File: config.mk
export PLATFORM = sky130hd
export DESIGN_NAME = dsk_irq_queue
export DESIGN_NICKNAME = d
export VERILOG_FILES = /design/src/rtl/dsk_irq_pkg.sv /design/src/rtl/dsk_irq_pick.sv /design/src/rtl/dsk_irq_update.sv /design/src/rtl/dsk_irq_resp.sv /design/src/rtl/dsk_irq_queue.sv
export SDC_FILE = /design/constraint.sdc
export NUM_CORES = 1
export LEC_CHECK = 0
export ABC_AREA = 1
export BUFFER_PORTS_ARGS = -buffer_cell sky130_fd_sc_hd__buf_2
export CORE_ASPECT_RATIO = 1.25
export CORE_MARGIN = 2
export CORE_UTILIZATION = 45
export CTS_BUF_LIST = sky130_fd_sc_hd__clkbuf_16
export DETAILED_ROUTE_END_ITERATION = 10
export HOLD_SLACK_MARGIN = 0.06
export PLACE_DENSITY = 0.73
export SLEW_MARGIN = 20
export SYNTH_ARGS = -nofsm -noshare
export SYNTH_HDL_FRONTEND = slang
export SYNTH_SLANG_ARGS = --single-unit
File: constraint.sdc
create_clock -name clk -period 1.95 [get_ports clk]
set_input_delay 0.39 -clock clk [delete_from_list [all_inputs] [get_ports clk]]
set_output_delay 0.39 -clock clk [all_outputs]
set_load 0.01 [all_outputs]
File: src/rtl/dsk_irq_pkg.sv
package dsk_irq_pkg;

    // One cycle's worth of scalar control events
    typedef struct packed {
        logic ack;
        logic cs_wr;
        logic wr_ie;
        logic done_set;
        logic done_clr;
        logic ctl_reset;
    } irq_evt_t;

    // Kind of answer handed back for an acknowledge
    typedef enum logic [1:0] {
        RSP_IDLE    = 2'd0,
        RSP_VECTOR  = 2'd1,
        RSP_PASSIVE = 2'd2
    } irq_rsp_e;

    function automatic int unsigned drv_id_width(input int unsigned nd);
        return (nd > 1) ? $clog2(nd) : 1;
    endfunction

    function automatic int unsigned pos_width(input int unsigned nd);
        return $clog2(nd + 1);
    endfunction

endpackage

File: src/rtl/dsk_irq_pick.sv
module dsk_irq_pick #(
    parameter int QW = 9,
    parameter int IW = 4
) (
    input  logic [QW-1:0] req,
    output logic          found,
    output logic [IW-1:0] idx
);
    // Lowest set position wins: scan downward so the last hit is the lowest
    always_comb begin
        found = 1'b0;
        idx   = '0;
        for (int i = QW - 1; i >= 0; i--) begin
            if (req[i]) begin
                found = 1'b1;
                idx   = IW'(i);
            end
        end
    end
endmodule

File: src/rtl/dsk_irq_update.sv
module dsk_irq_update
    import dsk_irq_pkg::*;
#(
    parameter int ND = 8,
    parameter int IW = 4
) (
    input  logic [ND:0]   q,
    input  logic          irq,
    input  irq_evt_t      ev,
    input  logic          ie,
    input  logic          done,
    input  logic [ND-1:0] seek,
    input  logic          found,
    input  logic [IW-1:0] idx,
    output logic [ND:0]   q_n,
    output logic          irq_n
);
    // Fixed application order: ack, write, done clear, done set, seeks, reset
    always_comb begin
        q_n   = q;
        irq_n = irq;

        if (ev.ack) begin
            if (found) begin
                q_n[idx] = 1'b0;
                irq_n    = |q_n;
            end else begin
                q_n   = '0;
                irq_n = 1'b0;
            end
        end

        if (ev.cs_wr) begin
            if (!ev.wr_ie) begin
                q_n   = '0;
                irq_n = 1'b0;
            end else if (done && !ie) begin
                q_n[0] = 1'b1;
                irq_n  = 1'b1;
            end
        end

        if (ev.done_clr) begin
            q_n[0] = 1'b0;
            irq_n  = 1'b0;
        end

        if (ev.done_set) begin
            if (ie) begin
                q_n[0] = 1'b1;
                irq_n  = 1'b1;
            end else begin
                q_n   = '0;
                irq_n = 1'b0;
            end
        end

        for (int d = 0; d < ND; d++) begin
            if (seek[d]) begin
                if (ie) begin
                    q_n[d+1] = 1'b1;
                    if (done) irq_n = 1'b1;
                end else begin
                    q_n   = '0;
                    irq_n = 1'b0;
                end
            end
        end

        if (ev.ctl_reset) begin
            q_n   = '0;
            irq_n = 1'b0;
        end
    end
endmodule

File: src/rtl/dsk_irq_resp.sv
module dsk_irq_resp
    import dsk_irq_pkg::*;
#(
    parameter int          IW     = 4,
    parameter int          ID_W   = 3,
    parameter int          VEC_W  = 9,
    parameter logic [VEC_W-1:0] VECTOR = 9'h0B8
) (
    input  logic             clk,
    input  logic             rst,
    input  logic             ack,
    input  logic             found,
    input  logic [IW-1:0]    idx,
    input  logic [ID_W-1:0]  last_drv,
    output logic             ack_valid,
    output logic [VEC_W-1:0] ack_vec,
    output logic [ID_W-1:0]  ack_drv
);
    irq_rsp_e rsp_q;

    always_ff @(posedge clk) begin
        if (rst) begin
            rsp_q   <= RSP_IDLE;
            ack_drv <= '0;
        end else if (ack) begin
            if (found) begin
                rsp_q   <= RSP_VECTOR;
                ack_drv <= (idx == '0) ? last_drv : ID_W'(idx - IW'(1));
            end else begin
                rsp_q   <= RSP_PASSIVE;
            end
        end else begin
            rsp_q <= RSP_IDLE;
        end
    end

    always_comb begin
        ack_valid = (rsp_q != RSP_IDLE);
        ack_vec   = (rsp_q == RSP_VECTOR) ? VECTOR : '0;
    end
endmodule

File: src/rtl/dsk_irq_queue.sv
module dsk_irq_queue
    import dsk_irq_pkg::*;
#(
    parameter int               ND     = 8,
    parameter int               VEC_W  = 9,
    parameter logic [VEC_W-1:0] VECTOR = 9'h0B8,
    localparam int              ID_W   = drv_id_width(ND)
) (
    input  logic             clk,
    input  logic             rst,
    input  logic             ctl_reset,
    input  logic             ie,
    input  logic             done,
    input  logic             cs_wr,
    input  logic             wr_ie,
    input  logic             done_set,
    input  logic             done_clr,
    input  logic [ND-1:0]    seek_done,
    input  logic             drv_load,
    input  logic [ID_W-1:0]  drv_num,
    input  logic             ack,
    output logic             irq,
    output logic             ack_valid,
    output logic [VEC_W-1:0] ack_vec,
    output logic [ID_W-1:0]  ack_drv
);
    localparam int QW = ND + 1;
    localparam int IW = pos_width(ND);

    logic [QW-1:0]   queue_q, queue_n;
    logic            irq_n;
    logic [ID_W-1:0] last_drv_q;
    logic            pick_found;
    logic [IW-1:0]   pick_idx;
    irq_evt_t        evt;

    always_comb begin
        evt.ack       = ack;
        evt.cs_wr     = cs_wr;
        evt.wr_ie     = wr_ie;
        evt.done_set  = done_set;
        evt.done_clr  = done_clr;
        evt.ctl_reset = ctl_reset;
    end

    dsk_irq_pick #(.QW(QW), .IW(IW)) u_pick (
        .req   (queue_q),
        .found (pick_found),
        .idx   (pick_idx)
    );

    dsk_irq_update #(.ND(ND), .IW(IW)) u_update (
        .q     (queue_q),
        .irq   (irq),
        .ev    (evt),
        .ie    (ie),
        .done  (done),
        .seek  (seek_done),
        .found (pick_found),
        .idx   (pick_idx),
        .q_n   (queue_n),
        .irq_n (irq_n)
    );

    dsk_irq_resp #(
        .IW(IW), .ID_W(ID_W), .VEC_W(VEC_W), .VECTOR(VECTOR)
    ) u_resp (
        .clk       (clk),
        .rst       (rst),
        .ack       (ack),
        .found     (pick_found),
        .idx       (pick_idx),
        .last_drv  (last_drv_q),
        .ack_valid (ack_valid),
        .ack_vec   (ack_vec),
        .ack_drv   (ack_drv)
    );

    always_ff @(posedge clk) begin
        if (rst) begin
            queue_q <= '0;
            irq     <= 1'b0;
        end else begin
            queue_q <= queue_n;
            irq     <= irq_n;
        end
    end

    always_ff @(posedge clk) begin
        if (rst || ctl_reset)
            last_drv_q <= '0;
        else if (drv_load)
            last_drv_q <= drv_num;
    end
endmodule


# Word-level counts from Yosys, hierarchy flattened
# Index checks and enable logic that the tools add are counted.
# word_totals
register_bits	18
latchBits	0
ramBits	0
mem_bits_ro	0
memories	0
# op_classes
n_addsub	1
multipliers	0
n_div	0
n_lt_le_gt_ge	2
n_eq_ne	1
shifts	0
muxes	87
n_bitwise	3
reduce_logical	10
# ops
cell	count
$mux 9	12
$mux 1	47
$mux 4	11
$mux 8	4
$mux 7	2
$mux 6	2
$mux 5	2
$and 9x9->9	1
$mux 3	3
$not 9->9	1
$reduce_or 9->1	1
$mux 2	3
$lt 4x5->1 const B	1
$demux 1 s4	1
$ge 4x1->1 const B	1
$logic_not 4->1	1
$reduce_or 2->1	2
$sub 3x1->3 const B	1
$eq 2x1->1 const B	1
$logic_and 1x1->1	2
$reduce_and 2->1	1
$reduce_bool 2->1	1
$logic_not 1->1	1
$logic_or 1x1->1	1
$not 1->1	1

# Longest topological paths before layout
# Gate-level depths: netlist (run 1).
# logic_depth
word_depth	47
ltp_mapped	22

# By module
# A second synthesis (run 1) with hierarchy kept.
# hier_totals
hier_cells	250
area_unflattened_um2	1480.2
# by_module_without_submodules
mod	n_inst	cells_each	area_per_inst_um2
dsk_irq_update	1	130	601.8
dsk_irq_queue	1	50	436.7
dsk_irq_resp	1	47	320.3
dsk_irq_pick	1	23	121.4

# Worst setup path before layout (run 1)
# OpenSTA, ideal clock, no wires.
# synth_timing
path_type	reg-to-reg
startpoint	reg queue_q[7]
endpoint	reg irq
t_arrival_ns	2.036
required_time_ns	1.884
path_slack_ns	-0.152
stages_incl_launch_ff	22
synth_period_minus_slack_ns	2.102
path_cell_list	dfxtp_1 > a21oi_1 > o21ai_0 > nand2_1 > a21oi_1 > inv_1 > ha_1 > nand3_1 > o21bai_1 > nand3_1 > nor2_2 > nand2_1 > nand2_1 > nand2_1 > nand2_1 > nand2_1 > nand2_1 > nand2_1 > nand2_1 > nand3_1 > nand2_1 > a21oi_2
# synth_between
elab_chain_cells	46
# synth_lines
item	line_no	rtl
start: declaration	dsk_irq_queue.sv:30	logic [QW-1:0] queue_q, queue_n;
start signal: assignment	dsk_irq_queue.sv:84	queue_q <= queue_n;
$mux 4 (8 in a row)	dsk_irq_pick.sv:14	if (req[i]) begin
$lt 4x5->1 (implied by the code) / $ge 4x1->1 (equally long branches)	dsk_irq_update.sv:25	q_n[idx] = 1'b0;
$logic_and 1x1->1 (implied by the code)	dsk_irq_update.sv:25	
$mux 1 (implied by the code)	dsk_irq_update.sv:25	
$demux 1 s4	-	
$not 9->9 (no line)	-	
$and 9x9->9 (no line)	-	
$reduce_or 9->1	dsk_irq_update.sv:26	irq_n = |q_n;
[... 23 more ...]	-	
$mux 1	dsk_irq_update.sv:60	if (ie) begin
$mux 1 (*)	dsk_irq_update.sv:59	if (seek[d]) begin
$mux 1	dsk_irq_update.sv:62	if (done) irq_n = 1'b1;
$mux 1	dsk_irq_update.sv:60	
$mux 1 (*)	dsk_irq_update.sv:59	
$mux 1	dsk_irq_update.sv:62	
$mux 1	dsk_irq_update.sv:60	
$mux 1 (*)	dsk_irq_update.sv:59	
end signal: assignment	dsk_irq_queue.sv:85	irq <= irq_n;
end: declaration	dsk_irq_queue.sv:22	output logic irq,
# Every way passes the cells marked *; elsewhere a longest branch is shown, timed or not.
# A chain may end at the register's enable or synchronous reset.

# Worst setup path after layout (run 1)
# Same ends and word-level chain as after synthesis.

==> results.toml, run 1 <==
[finish]
postLayoutCellArea_um2 = 1780
multiInputGateArea_um2 = 858
final_common_cell = "nand2_1"
drive_gt1_share_pct = 33.5
final_cell_mix = "nand2_1, buf_2, inv_1"
final_util_pct = 61.1
n_antenna_cell = 0
layout.nets = 287
ff_latch_area_um2 = 367
fillers = 306
areaGrowthSynthToFinish_pct = 31.2

[detailed_routing]
drt_iter0_drc = 53
dr.pass1.iters = 4
post_drt_wl_per_cell_um = 11.5
postRouteAntennaNets = 0
via_per_inst = 5.08
vias = 1504
routed_wl_um = 3400
route.detailed.drc = 0

[cts]
clock-sinks = 18
cts.path.max_buffers = 2
htreeDepth = 1
clk_pin_slew_ns = 0.05
clk_latency_ns = 0.25
hold_buffers = 0
cts_tree = "yes"
cts-root-buf = "clkbuf_16"
cts_made_buffers = 3

[critical_path]
worstPathMaxFanout = 3
end_kind = "flop"
timing.rr.end = "irq"
slowest_stage = "dfxtp_2"
crit_buf_inv = 1
crit_family = "simple AND/OR/NAND/NOR gates"
critical_path_class = "flop to flop"
startpoint_type = "flop"
crit_path_max_incr_delay_ns = 0.37
cp.required_ns = 2.09
worstRegToRegCells = 20
cp_cell_sequence = "nor2_4 > o31ai_1 > nand2_1 > inv_1 > ha_1 > nand3_1 > nand2_1 > nand3_2 > nor2_2 > nand2_1 > nand2_1 > nand2_1 > nand2_1 > nand2_1 > nand2_1 > nand2_1 > nand2_1 > nand3_1 > nand2_1 > a21oi_2"
crit_arrival_ns = 2.33
rrSetupSlack_ns = -0.24
crit_top_cell = "nand2_1"
r2r-start = "queue_q[7]"

[synth]
synth_compound_area_share_pct = 18.2
synth_fa_ha_area_share_pct = 3.69
yosys.cell_types.count = 37
synth_cells = 211
synth_top_family_by_area = "simple AND/OR/NAND/NOR gates"
yosys_warnings = 0
synth_xor_xnor_area_share_pct = 0
avgSynthCellArea_um2 = 6.43
synth_simple_gate_area_share_pct = 36.4
muxShareOfSynthArea_pct = 0
synthFlopType = "dfxtp_1"
async_reset_ff_share_pct = 0
netlist_area_um2 = 1360
ys_ff_latch = 18
yosysSeqAreaShare_pct = 26.5
synth-edff-count = 0

[placement]
place_congestion = 0.855
hpwl_um = 2800
place_area_um2 = 1650
io_buffers = 30

[timing]
finalCritPeriodShare_pct = 112
fmax_mhz = 457
drv_slew = 0
fin_ws_ns = -0.238
setup_viol = 1
hold_violations = 0
grt_setup_unrepaired = "true"
clock_skew_ns = 0.00123
min_period_ns = 2.19

[worst_hold_path]
min_to = "u_resp.rsp_q[0]"
min_path_cells = 2
hp-start = "rst"
hold_class = "input pin to flop"

[floorplanning]
dieHeight_um = 65.4
start_util_pct = 46.5
die_area_um2 = 3470
pin_count = 36
die_w_um = 53.1
core-area_um2 = 2920
rows = 22

[global_routing]
grt_pass1_vias = 1453
antenna_found_initial = 0
grt_pass1_wl_um = 5720
grt_max_degree = 18
groute.usage.overall_pct = 22.0
overflow = 0

[status]
status = "finished with violations"
violations = "negative setup slack"

[job]
drv_cap = 0

[pwr]
cellPowerDensity_nw_per_um2 = 597
p_leak_nw = 0.865
irDropWorstVdd_v = 0.000327
==> synth_stat cells, types with 3 or more instances <==
cell type / count / area share, %
o211ai_1: 4 / 2.2
o21ai_0: 8 / 2.9
inv_1: 25 / 6.9
o21ai_1: 3 / 1.1
nor3_1: 4 / 1.5
nor2_2: 4 / 1.8
nand2_2: 4 / 1.8
a21oi_1: 19 / 7.0
nand3_1: 13 / 4.8
nor2_4: 3 / 2.5
nand2_1: 48 / 13
dfxtp_1: 18 / 27
buf_4: 8 / 4.4
nor2_1: 20 / 5.5
ha_1: 4 / 3.7
==> per-layer routing <==
layer  wire length (um)  track usage [%]  vias up
met4                107             12.5        0
met1               1310             22.9      667
met2               1810             41.7       53
li1                   -                -      775
met3                170             1.36        9
met5                  0                0        -
==> where the power goes <==
group / internal, W / total (W) / switching, W
registers: 0.000381 / 0.000389 / 0.00000852
clock network: 0.000273 / 0.000417 / 0.000144
logic: 0.000106 / 0.000257 / 0.000151
total: 0.000759 / 0.00106 / 0.000304
==> per-stage QoR <==
stage / std cells / total power, W / setup WS (ns) / hold slack [ns] / setup TNS [ns]
final: 296 / 0.00106 / -0.238 / 0.358 / -0.238
after global routing: 296 / 0.00112 / -0.493 / 0.362 / -0.511
after detailed placement: 290 / 0.000642 / -0.238 / 0.462 / -0.238
after CTS: 294 / 0.00106 / -0.237 / 0.365 / -0.237
after floorplan: 215 / 0.000562 / -0.000738 / 0.423 / -0.000738
after global placement: 290 / 0.000639 / -0.248 / 0.449 / -0.248
==> registers in the layout, indices dropped and copies added, names as in the netlist <==
name,flops
queue_q,9
last_drv_q,3
u_resp.ack_drv,3
u_resp.rsp_q,2
irq,1
==> what timing repair did <==
action                                  in CTS  in global routing
endpoints found under the hold margin        0                  0
endpoints found under the setup margin       1                  3
pin swaps                                    2                  7
gates resized for setup                      3                  6
buffers inserted                             0                  2
==> layout make-up <==
cell class	instances	share of cell area (%)
clock buffer	3	4.21
clock inverter	1	0.211
inverter	31	7.02
multi-input combinational	156	48.2
sequential	18	20.6
tap	36	2.53
timing repair buffer	51	17.3
==> worst max path at each step <==
stage          startpoint   to  slack (ns)  cells past startpoint
2_1_floorplan  queue_q[6]  irq     -0.0007                     22
3_3_place_gp   queue_q[7]  irq       -0.25                     20
3_5_place_dp   queue_q[7]  irq       -0.24                     20
4_1_cts        queue_q[6]  irq       -0.24                     22
5_1_grt        queue_q[7]  irq       -0.49                     20
6_report       queue_q[7]  irq       -0.24                     20
==> logic make-up after synthesis <==
group	after synthesis
AO/OA/AOI/OAI	43
adder cells (fa/ha/maj)	4
buffers and inverters	41
flip-flops	18
other	1
AND/OR/NAND/NOR	104
No activity file was read; power rests on OpenSTA's default activity.
==> inputs of run 2 (changes only) <==
- CORE_ASPECT_RATIO: 1.25 -> default
==> run 2 against run 1 <==
Against the previous run: the flow still finishes with violations (negative setup slack); clock skew rose by 0.0018 ns; routed wire length rose by 8.0%; worst setup slack got worse by 0.020 ns; hold slack got worse by 0.0016 ns; core utilization rose by 3.4 points; combinational power rose by 6%; sequential power barely moved; largest power group unchanged.
==> results.toml, run 2 (synthesis results as in run 1) <==
[critical_path]
cp.required_ns = 2.09
crit_top_cell = "nand2_1"
crit_family = "simple AND/OR/NAND/NOR gates"
slowest_stage = "dfxtp_4"
crit_buf_inv = 2
startpoint_type = "flop"
critical_path_class = "flop to flop"
end_kind = "flop"
cp_cell_sequence = "inv_2 > a21oi_2 > o21ai_1 > nand2_1 > a21oi_2 > inv_2 > ha_4 > nand3_2 > o21bai_1 > nand3_2 > nor2_2 > nand2_1 > nand2_1 > nand2_1 > nand2_1 > nand3_2 > nand3_1 > nand3_1 > nand2_1 > a21oi_2"
crit_arrival_ns = 2.35
worstPathMaxFanout = 5
crit_path_max_incr_delay_ns = 0.36

[detailed_routing]
dr.pass1.iters = 4
via_per_inst = 5.08
vias = 1488
route.detailed.drc = 0
routed_wl_um = 3670
post_drt_wl_per_cell_um = 12.5
drt_iter0_drc = 44
postRouteAntennaNets = 0

[floorplanning]
die_area_um2 = 3470
core-area_um2 = 2810
start_util_pct = 48.4
dieHeight_um = 58.9
rows = 19
pin_count = 36
die_w_um = 58.9

[job]
drv_cap = 0

[cts]
clk_pin_slew_ns = 0.05
cts_made_buffers = 3
cts_tree = "yes"
clock-sinks = 18
cts-root-buf = "clkbuf_16"
cts.path.max_buffers = 2
clk_latency_ns = 0.25
htreeDepth = 1

[placement]
placed_cells = 285
hpwl_um = 2790
place_area_um2 = 1650
io_buffers = 30
place_congestion = 0.861

[pwr]
p_clk_share_pct = 38.7
power_w = 0.00108
cellPowerDensity_nw_per_um2 = 597
irDropWorstVdd_v = 0.000477
combPwrFrac_pct = 25.3
internal-power_w = 0.000766
seqPwrFrac_pct = 36.0
switchingPower_w = 0.000313
switching_share_pct = 29.0
p_leak_nw = 0.889

[finish]
ff_latch_area_um2 = 369
final_common_cell = "nand2_1"
drive_gt1_share_pct = 35.9
final_cell_mix = "nand2_1, buf_2, inv_1"
multiInputGateArea_um2 = 871
layout.nets = 289
postLayoutCellArea_um2 = 1810
largestRegisters = "queue_q x9, last_drv_q x3, u_resp.ack_drv x3"
areaGrowthSynthToFinish_pct = 33.3
instances_no_fill = 293
n_antenna_cell = 0
fillers = 257
largest_register_ffs = 9
largest_register = "queue_q"

[timing]
fin_ws_ns = -0.258
fmax_mhz = 453
finalCritPeriodShare_pct = 113
min_period_ns = 2.21
clock_skew_ns = 0.00301
setup_tns_ns = -0.258
grt_setup_unrepaired = "true"
hold_violations = 0
drv_slew = 0
setup_viol = 1

[global_routing]
grt_pass1_vias = 1365
groute.usage.overall_pct = 22.4
antenna_found_initial = 0
grt_max_degree = 18
grt_pass1_wl_um = 5930
overflow = 0

[status]
violations = "negative setup slack"
status = "finished with violations"

[worst_hold_path]
hold_class = "input pin to flop"
run 2: layout make-up:
| class | instances | share of cell area [%] |
|---|---|---|
| clock inverter | 1 | 0.207 |
| inverter | 31 | 6.92 |
| timing repair buffer | 53 | 18.0 |
| sequential | 18 | 20.4 |
| multi-input combinational | 156 | 48.1 |
| clock buffer | 3 | 4.15 |
| tap | 31 | 2.14 |
run 2: per-layer routing:
metal	GRT usage [%]	vias up	part of all wire, %
met5	0	-	0
met4	6.82	0	2.0
met3	2.64	9	5.0
met2	39.0	45	47
met1	28.8	655	46
li1	-	779	-
run 2: power groups by stage:
| stage | Sequential (W) | Combinational [W] | Clock (W) |
|---|---|---|---|
| floorplan | 0.000399 | 0.000162 | 0 |
| global placement | 0.000398 | 0.000241 | 0 |
| detailed placement | 0.000398 | 0.000244 | 0 |
| CTS | 0.000389 | 0.000256 | 0.000420 |
| global route | 0.000390 | 0.000303 | 0.000435 |
| finish | 0.000389 | 0.000273 | 0.000418 |
run 2: metrics by stage:
step                      hold slack [ns]  setup WS, ns  util (%)
after global placement              0.443        -0.224      58.7
final                               0.356        -0.258      64.5
after global routing                0.369        -0.489      64.5
after detailed placement            0.449        -0.257      58.7
after floorplan                     0.423     -0.000738         -
after CTS                           0.353        -0.162      63.1
run 2: timing repair:
| item | CTS | global route |
|---|---|---|
| cloned | 0 | 0 |
| pin swaps | 2 | 13 |
| gates resized for setup | 8 | 8 |
| setup buffers | 2 | 2 |
| setup endpoints to repair | 1 | 2 |
| hold buffers | 0 | 0 |
run 2: final timing paths:
kind              cells past startpoint              end     startpoint  slack (ns)
setup reg to reg                     20              irq     queue_q[6]       -0.26
hold reg to reg                       2    last_drv_q[2]  last_drv_q[2]        0.46
hold / removal                        2  u_resp.rsp_q[0]            rst        0.36
setup / recovery                     20              irq     queue_q[6]       -0.26
run 2: worst reg2reg max path, stage by stage (launching register included):
cell	delay [ns]
dfxtp_4	0.36
inv_2	0.04
a21oi_2	0.10
o21ai_1	0.06
nand2_1	0.08
a21oi_2	0.07
inv_2	0.10
ha_4	0.17
nand3_2	0.09
o21bai_1	0.24
nand3_2	0.10
nor2_2	0.08
nand2_1	0.05
nand2_1	0.07
nand2_1	0.07
nand2_1	0.08
nand3_2	0.07
nand3_1	0.07
nand3_1	0.07
nand2_1	0.07
a21oi_2	0.05
==> inputs of run 3 (changes only) <==
- CORE_ASPECT_RATIO: default -> 1.5
==> run 3 against run 2 <==
Against the previous run: critical endpoint unchanged; fmax rose by 0.64%; largest power group unchanged; first-iteration DRC count down 20%; count of clock-buffer cells in the layout did not move; global-route usage shrank 0.49 points; register-to-register slack hardly changed; combinational power about the same; core utilization down 0.91 points; highest routed layer unchanged; clock skew down 0.0015 ns; the run still ends with negative setup slack left; final area is 1.3% higher; via count grew 3.4%.
==> results.toml, run 3 (synthesis results as in run 1) <==
[status]
status = "finished with violations"
violations = "negative setup slack"

[finish]
postLayoutCellArea_um2 = 1830
final_util_pct = 63.6
areaGrowthSynthToFinish_pct = 35.0
layout.nets = 289
largest_register_ffs = 9
multiInputGateArea_um2 = 891
largestRegisters = "queue_q x9, last_drv_q x3, u_resp.ack_drv x3"
fillers = 277
instances_no_fill = 301
ff_latch_area_um2 = 367
final_common_cell = "nand2_1"
largest_register = "queue_q"
drive_gt1_share_pct = 36.6
final_cell_mix = "nand2_1, buf_2, buf_4"
n_antenna_cell = 0

[critical_path]
crit_arrival_ns = 2.34
critical_path_class = "flop to flop"
end_kind = "flop"
worstPathMaxFanout = 3
startpoint_type = "flop"
cp.required_ns = 2.09

[pwr]
p_leak_nw = 0.875
internal-power_w = 0.000767
switching_share_pct = 29.4
irDropWorstVdd_v = 0.000455
p_clk_share_pct = 38.8
cellPowerDensity_nw_per_um2 = 593
switchingPower_w = 0.000319
seqPwrFrac_pct = 35.9
combPwrFrac_pct = 25.3

[floorplanning]
dieHeight_um = 71.3
start_util_pct = 47.1
die_w_um = 48.8
rows = 24
pin_count = 36
core-area_um2 = 2880
die_area_um2 = 3480

[global_routing]
grt_pass1_vias = 1391
antenna_found_initial = 0
grt_pass1_wl_um = 5910
groute.usage.overall_pct = 21.9
overflow = 0
grt_max_degree = 18

[placement]
io_buffers = 30
place_area_um2 = 1650
placed_cells = 292
hpwl_um = 2850
place_congestion = 0.868

[cts]
clk_pin_slew_ns = 0.06
htreeDepth = 1
clock-sinks = 18
cts_made_buffers = 3
cts-root-buf = "clkbuf_16"
clk_latency_ns = 0.25
cts.path.max_buffers = 2
cts_tree = "yes"

[timing]
whs_ns = 0.355
setup_viol = 1
min_period_ns = 2.19
finalCritPeriodShare_pct = 113
setup_tns_ns = -0.244
hold_violations = 0
clock_skew_ns = 0.00149
fin_ws_ns = -0.244
grt_setup_unrepaired = "true"
drv_slew = 0
fmax_mhz = 456

[detailed_routing]
postRouteAntennaNets = 0
vias = 1539
drt_iter0_drc = 35
post_drt_wl_per_cell_um = 12.8
via_per_inst = 5.11
dr.pass1.iters = 4
route.detailed.drc = 0
routed_wl_um = 3850

[job]
drv_cap = 0

[worst_hold_path]
hold_class = "input pin to flop"
[run 3: final timing paths]
check	start	endpoint	slack, ns	cells after the start
max	queue_q[6]	irq	-0.24	22
min	rst	u_resp.ack_drv[2]	0.35	2
max reg2reg	queue_q[6]	irq	-0.24	22
min reg2reg	last_drv_q[2]	last_drv_q[2]	0.45	2
[run 3: routing by layer]
metal | wire length (um) | vias to the layer above | GRT usage [%]
met4 | 184 | 0 | 13.3
met2 | 2060 | 61 | 42.6
met1 | 1440 | 690 | 22.0
met3 | 163 | 15 | 2.08
met5 | 0 | - | 0
li1 | - | 773 | -
[run 3: worst max-delay path, stage by stage (launching register included)]
cell	delay, ns
dfxtp_4	0.36
inv_2	0.05
a21oi_2	0.04
o21ai_1	0.13
nand2_1	0.07
a21oi_2	0.16
buf_4	0.16
ha_4	0.16
nand3_2	0.09
nand2_1	0.10
nand3_2	0.07
nor2_2	0.10
nand2_1	0.06
nand2_1	0.06
nand2_1	0.07
nand2_1	0.06
nand2_1	0.04
nand2_1	0.05
nand2_1	0.04
nand2_1	0.05
nand3_1	0.06
nand2_1	0.07
a21oi_2	0.05
[run 3: power by group through the flow]
stage | clock network, W | registers [W] | logic [W]
global route | 0.000437 | 0.000391 | 0.000304
detailed placement | 0 | 0.000398 | 0.000244
global placement | 0 | 0.000398 | 0.000241
floorplan | 0 | 0.000399 | 0.000162
CTS | 0.000421 | 0.000390 | 0.000261
finish | 0.000422 | 0.000389 | 0.000275
[run 3: cell type report]
class | count | share of cell area (%)
Clock inverter | 1 | 0.205
Inverter | 31 | 6.83
Multi-Input combinational cell | 156 | 48.6
Tap cell | 39 | 2.66
Timing Repair Buffer | 53 | 17.6
Clock buffer | 3 | 4.10
Sequential cell | 18 | 20.0
[run 3: timing repair]
action | in CTS | in global routing
endpoints found under the setup margin | 1 | 2
gates resized for setup | 10 | 7
pin swaps | 5 | 13
buffers inserted | 3 | 2
hold buffers | 0 | 0
[run 3: stage by stage]
step	setup slack, ns	power (W)
detailed placement	-0.207	0.000642
floorplan	-0.000738	0.000562
CTS	-0.170	0.00107
global placement	-0.192	0.000639
global route	-0.429	0.00113
finish	-0.244	0.00109
